==> src/rtl/chr_bank_file.sv <==
module chr_bank_file #(
  parameter bit FULL_VARIANT = 1'b1,
  parameter bit DROP_LSB     = 1'b0,
  parameter int SLOTS        = 8,
  parameter int BANK_W       = 9,
  parameter int SLICE_W      = 10,
  parameter int PPU_AW       = 14
) (
  input  logic                       clk,
  input  logic                       rst_n,
  input  logic                       wr_chr,
  input  logic [1:0]                 wr_grp,
  input  logic [1:0]                 wr_idx,
  input  logic                       wr_mir,
  input  logic [7:0]                 wr_data,
  input  logic [PPU_AW-1:0]          ppu_addr,
  output logic [BANK_W+SLICE_W-1:0]  chr_addr,
  output logic                       ciram_a10
);
  localparam int SLOT_W = $clog2(SLOTS);
  localparam int LO_W   = 4;
  localparam int HI_W   = BANK_W - LO_W;
  localparam int NT_V   = SLICE_W;
  localparam int NT_H   = SLICE_W + 1;

  logic [BANK_W-1:0] bank_q [SLOTS];
  logic [1:0]        mode_q;
  logic [SLOT_W-1:0] wr_slot, rd_slot;
  logic [HI_W-1:0]   hi_in;
  logic [BANK_W-1:0] bank_sel, bank_out;

  assign wr_slot = {wr_grp, wr_idx[1]};
  assign rd_slot = ppu_addr[SLICE_W +: SLOT_W];
  assign hi_in   = FULL_VARIANT ? wr_data[HI_W-1:0] : {1'b0, wr_data[HI_W-2:0]};

  for (genvar s = 0; s < SLOTS; s++) begin : g_slot
    always_ff @(posedge clk or negedge rst_n) begin
      if (!rst_n)
        bank_q[s] <= '0;
      else if (wr_chr && wr_slot == SLOT_W'(s)) begin
        if (wr_idx[0]) bank_q[s][BANK_W-1:LO_W] <= hi_in;
        else           bank_q[s][LO_W-1:0]      <= wr_data[LO_W-1:0];
      end
    end
  end

  always_ff @(posedge clk or negedge rst_n) begin
    if (!rst_n)
      mode_q <= 2'd0;
    else if (wr_mir)
      mode_q <= FULL_VARIANT ? wr_data[1:0] : {1'b0, wr_data[0]};
  end

  assign bank_sel = bank_q[rd_slot];

  if (DROP_LSB) begin : g_shift
    assign bank_out = {1'b0, bank_sel[BANK_W-1:1]};
  end else begin : g_plain
    assign bank_out = bank_sel;
  end

  assign chr_addr = {bank_out, ppu_addr[SLICE_W-1:0]};

  always_comb begin
    case (mode_q)
      2'd0:    ciram_a10 = ppu_addr[NT_V];
      2'd1:    ciram_a10 = ppu_addr[NT_H];
      2'd2:    ciram_a10 = 1'b0;
      default: ciram_a10 = 1'b1;
    endcase
  end
endmodule

==> config.mk <==
export PLATFORM = sky130hd
export DESIGN_NAME = chr_bank_file
export DESIGN_NICKNAME = d
export VERILOG_FILES = /design/src/rtl/chr_bank_file.sv
export SDC_FILE = /design/constraint.sdc
export NUM_CORES = 1
export LEC_CHECK = 0
export BUFFER_PORTS_ARGS = -buffer_cell sky130_fd_sc_hd__buf_2
export CORE_ASPECT_RATIO = 0.6
export CORE_MARGIN = 2
export CORE_UTILIZATION = 50
export DETAILED_ROUTE_END_ITERATION = 12
export HOLD_SLACK_MARGIN = 0.15
export PLACE_DENSITY = 0.71
export SYNTH_ARGS = -nofsm -noshare
export SYNTH_HDL_FRONTEND = slang
export SYNTH_SLANG_ARGS = --single-unit
export TNS_END_PERCENT = 10
==> constraint.sdc <==
create_clock -name clk -period 2.3 [get_ports clk]
set_input_delay 0.46 -clock clk [delete_from_list [all_inputs] [get_ports clk]]
set_output_delay 0.46 -clock clk [all_outputs]
set_load 0.02 [all_outputs]
==> results.yml, run 1 <==
worst_hold_path:
  hold_start: "wr_mir"
  worstHoldEndpoint: "mode_q[0]"
  hold_path.class: "in2reg"
  hold_depth: 2
detailed_routing:
  vias: 1898
  drc: 0
  met3_length_um: 222
  wl_um: 6810
  topRoutingLayerUsed: "met4"
  drt_pre_antenna_iters: 4
  wl_met1_um: 3580
  ant_nets: 0
  met2WireLength_um: 2930
  wl_per_cell_um: 20.2
  vias_per_cell: 5.63
  drt_iter0_drc: 73
clock_tree:
  htree_levels: 3
  clkSinkCount: 74
  clockBufferDepth: 2
  clock_latency_ns: 0.33
  clk_pin_slew_ns: 0.05
  cts_inserted_buffers: 9
  cts_tree: "built"
  root_buffer: "clkbuf_16"
timing:
  tightest_slew_ns: 0.563
  finalHoldViolCount: 0
  fin_setup_tns_ns: 0
  min_period_over_period_pct: 97.0
  rsz0062_at_grt: "no"
  whs_ns: 0.399
  finClkSkew_ns: 0
  period_minus_slack_ns: 2.23
  max_freq_mhz: 448
  finalMaxSlewViolations: 0
  slew_headroom_pct: 62.5
  setup_violations: 0
  layout_setup_ws_ns: 0.0684
outcome:
  outcome: "finished clean"
finish:
  antenna_cells: 0
  drive_gt1_share_pct: 61.2
  layout_common_cells: "83 x mux2_2, 74 x dfrtp_1, 25 x buf_2"
  finalNetCount: 277
  final_common_cell: "mux2_2"
  syn_to_final_growth_pct: 13.7
grt:
  grt_pass1_wl_um: 11300
  grt_pass1_vias: 2047
  antenna_found_initial: 0
  globalRouteTotalUtil_pct: 20.6
  grt.overflow.total: 0
  grt_max_degree: 32
logic_synthesis:
  synth.largest_area_cell: "dfrtp_1"
  synth_top_area_share_pct: 53.0
  syn_area_um2: 3500
  synth_cells: 224
  synth-warning-count: 0
  synth_cell_types: 18
  yosys_register_bits: 74
  syn_avg_cell_area_um2: 15.6
  ys_seq_area_share_pct: 53.0
  synth_area_leaders: "dfrtp_1 53%, mux2_2 27%, mux4_2 12%"
  syn-num-nets: 254
setup_path:
  endpoint_kind: "primary output"
  arrival_ns: 1.77
  rrSetupSlack_ns: 1.52
  crit_required_ns: 1.84
  timing.rr.end: "mode_q[1]"
  start_kind: "primary input"
  crit_path_start: "ppu_addr[10]"
  r2r_cells: 1
  cp_max_fo: 11
  rr_startpoint: "mode_q[1]"
  worstSetupPathType: "in2out"
die:
  die_w_um: 112
  core_um2: 6730
  dieArea_um2: 7700
  fp-row-count: 23
  initial_utilization_pct: 51.9
  io_pins: 50
  die_height_um: 68.8
flow_run:
  cap_violations: 0
placement:
  hpwl_um: 4610
  place.gp.congestion: 0.762
  pre_cts_slack_ns: 0.0848
  io_buffers: 25
power:
  powerDensity_nw_per_um2: 941
  power_leakage_nw: 1.70
  peakVddDrop_v: 0.000519
## cell usage after synthesis
master    number
buf_4         12
mux2_2        83
o21ai_0        2
nor3_2         5
nor2_1         6
or3_1          2
nand3b_1       2
nor3_1         1
or4_1          1
nand2_1        2
buf_1          2
clkbuf_1       5
dfrtp_1       74
nand2b_1       4
buf_2          2
nand3_1        2
nor4_2         1
mux4_2        18
## repair_timing
item	in CTS	in global routing
hold endpoints to repair	22	0
resized for setup	0	0
buffers inserted	0	0
hold buffers	1	0
## cell families after synthesis
family | Yosys count | share of synthesized area (%)
mux | 101 | 38.3
flops | 74 | 53.0
simple gates | 26 | 4.80
buf+inv | 21 | 3.62
compound gates | 2 | 0.286
## cell type report
type / instances / area (um^2)
Fill cell: 537 / 2760
Sequential cell: 74 / 1850
Multi-Input combinational cell: 129 / 1520
Clock buffer: 10 / 239
Timing Repair Buffer: 33 / 238
Tap cell: 87 / 109
Clock inverter: 4 / 20.0
## report_power, final
group / switching, mW / internal [mW]
combinational: 0.312 / 0.451
sequential: 0.137 / 1.60
clock: 0.501 / 0.738
total: 0.950 / 2.79
## metrics by stage
stage | util [%] | power (mW) | cells | area, um^2
after CTS | 59.0 | 3.78 | 337 | 3980
after detailed placement | 55.0 | 2.53 | 322 | 3710
final | 59.0 | 3.74 | 337 | 3980
after global placement | 55.0 | 2.50 | 322 | 3710
after global routing | 59.0 | 3.94 | 337 | 3980
after floorplan | - | 2.31 | 224 | 3500
## critical path: stages
cell and delay (ns):
buf_2 0.13, buf_12 0.17, mux4_2 0.56, mux2_2 0.29
buf_2 0.16
## registers in the layout, indices dropped and copies added (netlist names)
signal	cells
mode_q	2
bank_q	72
## worst max-delay path by stage
| stage | slack, ns | end | cells past startpoint |
|---|---|---|---|
| final | 0.07 | chr_addr[16] | 5 |
| after global routing | 0.03 | chr_addr[17] | 5 |
| after CTS | 0.08 | chr_addr[16] | 5 |
| after detailed placement | 0.08 | chr_addr[16] | 5 |
| after global placement | 0.08 | chr_addr[16] | 5 |
| after floorplan | 0.14 | chr_addr[10] | 4 |
## layer usage
| layer | global-route usage (%) | up-vias |
|---|---|---|
| met4 | 6.86 | 0 |
| met2 | 30.1 | 23 |
| met3 | 6.29 | 14 |
| met5 | 0 | - |
| li1 | - | 868 |
| met1 | 29.8 | 993 |
Note: power is estimated with default switching activity, not from simulation.
==> inputs of run 2 (changes only) <==
- HOLD_SLACK_MARGIN: 0.15 -> 0.12
- REMOVE_ABC_BUFFERS: unset -> 1
==> run 2 against run 1 <==
  * Maximum frequency increased by 0.76%
  * Clock power increased by 39%
  * Sequential power about the same
  * Final cell count increased by 0.89%
  * Utilization increased by 1.5 points
  * Die area unchanged
  * Global-route usage increased by 0.69 points
  * Critical path depth unchanged
  * Worst hold slack got worse by 0.24 ns
  * Highest routed layer unchanged
==> results.yml, run 2 (synthesis results as in run 1) <==
outcome:
  outcome: "finished clean"
grt:
  grt_pass1_wl_um: 11600
  antenna_found_initial: 0
  grt_max_degree: 75
  globalRouteTotalUtil_pct: 21.3
  grt.overflow.total: 0
  grt_pass1_vias: 2020
finish:
  top_register: "bank_q"
  antenna_cells: 0
  fill_cells: 527
  layout_common_cells: "83 x mux2_2, 74 x dfrtp_1, 25 x buf_2"
  largest_register_ff_count: 72
  drive_gt1_share_pct: 61.7
  syn_to_final_growth_pct: 16.6
  finalNetCount: 278
  fin_area_um2: 4080
  finalNonFillerCells: 340
  reg_top3: "bank_q x72, mode_q x2"
  final_common_cell: "mux2_2"
detailed_routing:
  ant_nets: 0
  drt_pre_antenna_iters: 4
  wl_um: 6900
  vias: 1945
  vias_per_cell: 5.72
  drt_iter0_drc: 178
  drc: 0
  wl_per_cell_um: 20.3
setup_path:
  arrival_ns: 1.75
  start_kind: "primary input"
  cp_max_fo: 14
  crit_required_ns: 1.84
  worstSetupPathType: "in2out"
  endpoint_kind: "primary output"
timing:
  finalMaxSlewViolations: 0
  finalHoldViolCount: 0
  fin_setup_tns_ns: 0
  slew_headroom_pct: 58.3
  tightest_slew_ns: 0.622
  period_minus_slack_ns: 2.21
  min_period_over_period_pct: 96.3
  setup_violations: 0
  layout_setup_ws_ns: 0.0852
  finClkSkew_ns: 0
  max_freq_mhz: 452
  rsz0062_at_grt: "no"
clock_tree:
  root_buffer: "clkbuf_16"
  postCtsHoldBufs: 0
  post_cts_buffers: 0
  clkSinkCount: 74
  cts_resized: 0
  cts_inserted_buffers: 9
  clk_pin_slew_ns: 0.05
  htree_levels: 3
  clock_latency_ns: 0.34
  clockBufferDepth: 2
  cts_tree: "built"
placement:
  place.gp.congestion: 0.748
  place_inst: 324
  hpwl_um: 4580
  pre_cts_slack_ns: 0.0802
  io_buffers: 25
  post_dp_cell_area_um2: 3710
die:
  die_w_um: 112
  fp-row-count: 23
  core_um2: 6730
  dieArea_um2: 7700
  io_pins: 50
  initial_utilization_pct: 51.9
  die_height_um: 68.8
power:
  power_mw: 4.20
  powerDensity_nw_per_um2: 1030
  power_leakage_nw: 1.75
  peakVddDrop_v: 0.000702
flow_run:
  cap_violations: 0
worst_hold_path:
  hold_path.class: "in2async"
## run 2: cell types whose count changed in the layout (fill, tap and decap cells not counted), sizes merged
cell	change
buf	+2
clkbuf	+1
bufinv	+4
clkinv	-3
dlygate4sd3	-1
## run 2: path summary, 6_finish.rpt
check                        startpoint      endpoint  slack, ns  depth (start not counted)
setup reg to reg             bank_q[63]    bank_q[63]       1.53                          1
hold / removal                    rst_n    bank_q[45]       0.16                          2
min in group clk                 wr_mir     mode_q[0]       0.40                          2
max in group asynchronous         rst_n     bank_q[3]       1.84                          2
setup / recovery           ppu_addr[10]  chr_addr[15]       0.09                          5
hold reg to reg              bank_q[15]    bank_q[15]       0.50                          1
## run 2: metrics by stage
| step | hold WS (ns) | utilization [%] |
|---|---|---|
| 6_report | 0.155 | 60.5 |
| 5_1_grt | 0.194 | 60.5 |
| 4_1_cts | 0.167 | 60.5 |
| 3_5_place_dp | 0.488 | 55.1 |
| 3_3_place_gp | 0.484 | 55.1 |
| 2_1_floorplan | 0.164 | - |
## run 2: where the power goes
group          internal, mW  switching [mW]  leakage, nW
clock network          1.20           0.522        0.180
registers              1.60           0.142        0.906
logic                 0.447           0.295        0.662
## run 2: cell type report
cell class	instances	area [um^2]	area share [%]
Timing Repair Buffer	34	230	5.65
Sequential cell	74	1850	45.4
Clock inverter	5	125	3.07
Clock buffer	11	243	5.95
Multi-Input combinational cell	129	1520	37.2
Tap cell	87	109	2.67
## run 2: critical path: stages
cell	delay (ns)
buf_2	0.13
buf_12	0.17
mux4_2	0.55
mux2_2	0.28
buf_2	0.16
## run 2: per-layer routing
layer  up-vias  wire length [um]  share of wire, %  GRT usage, %
li1        870                 -                 -             -
met1      1012              3600                52          31.3
met2        54              2790                40          28.8
met3         9               390               5.7          8.39
met4         0               121               1.8          7.32
met5         -                 0                 0             0
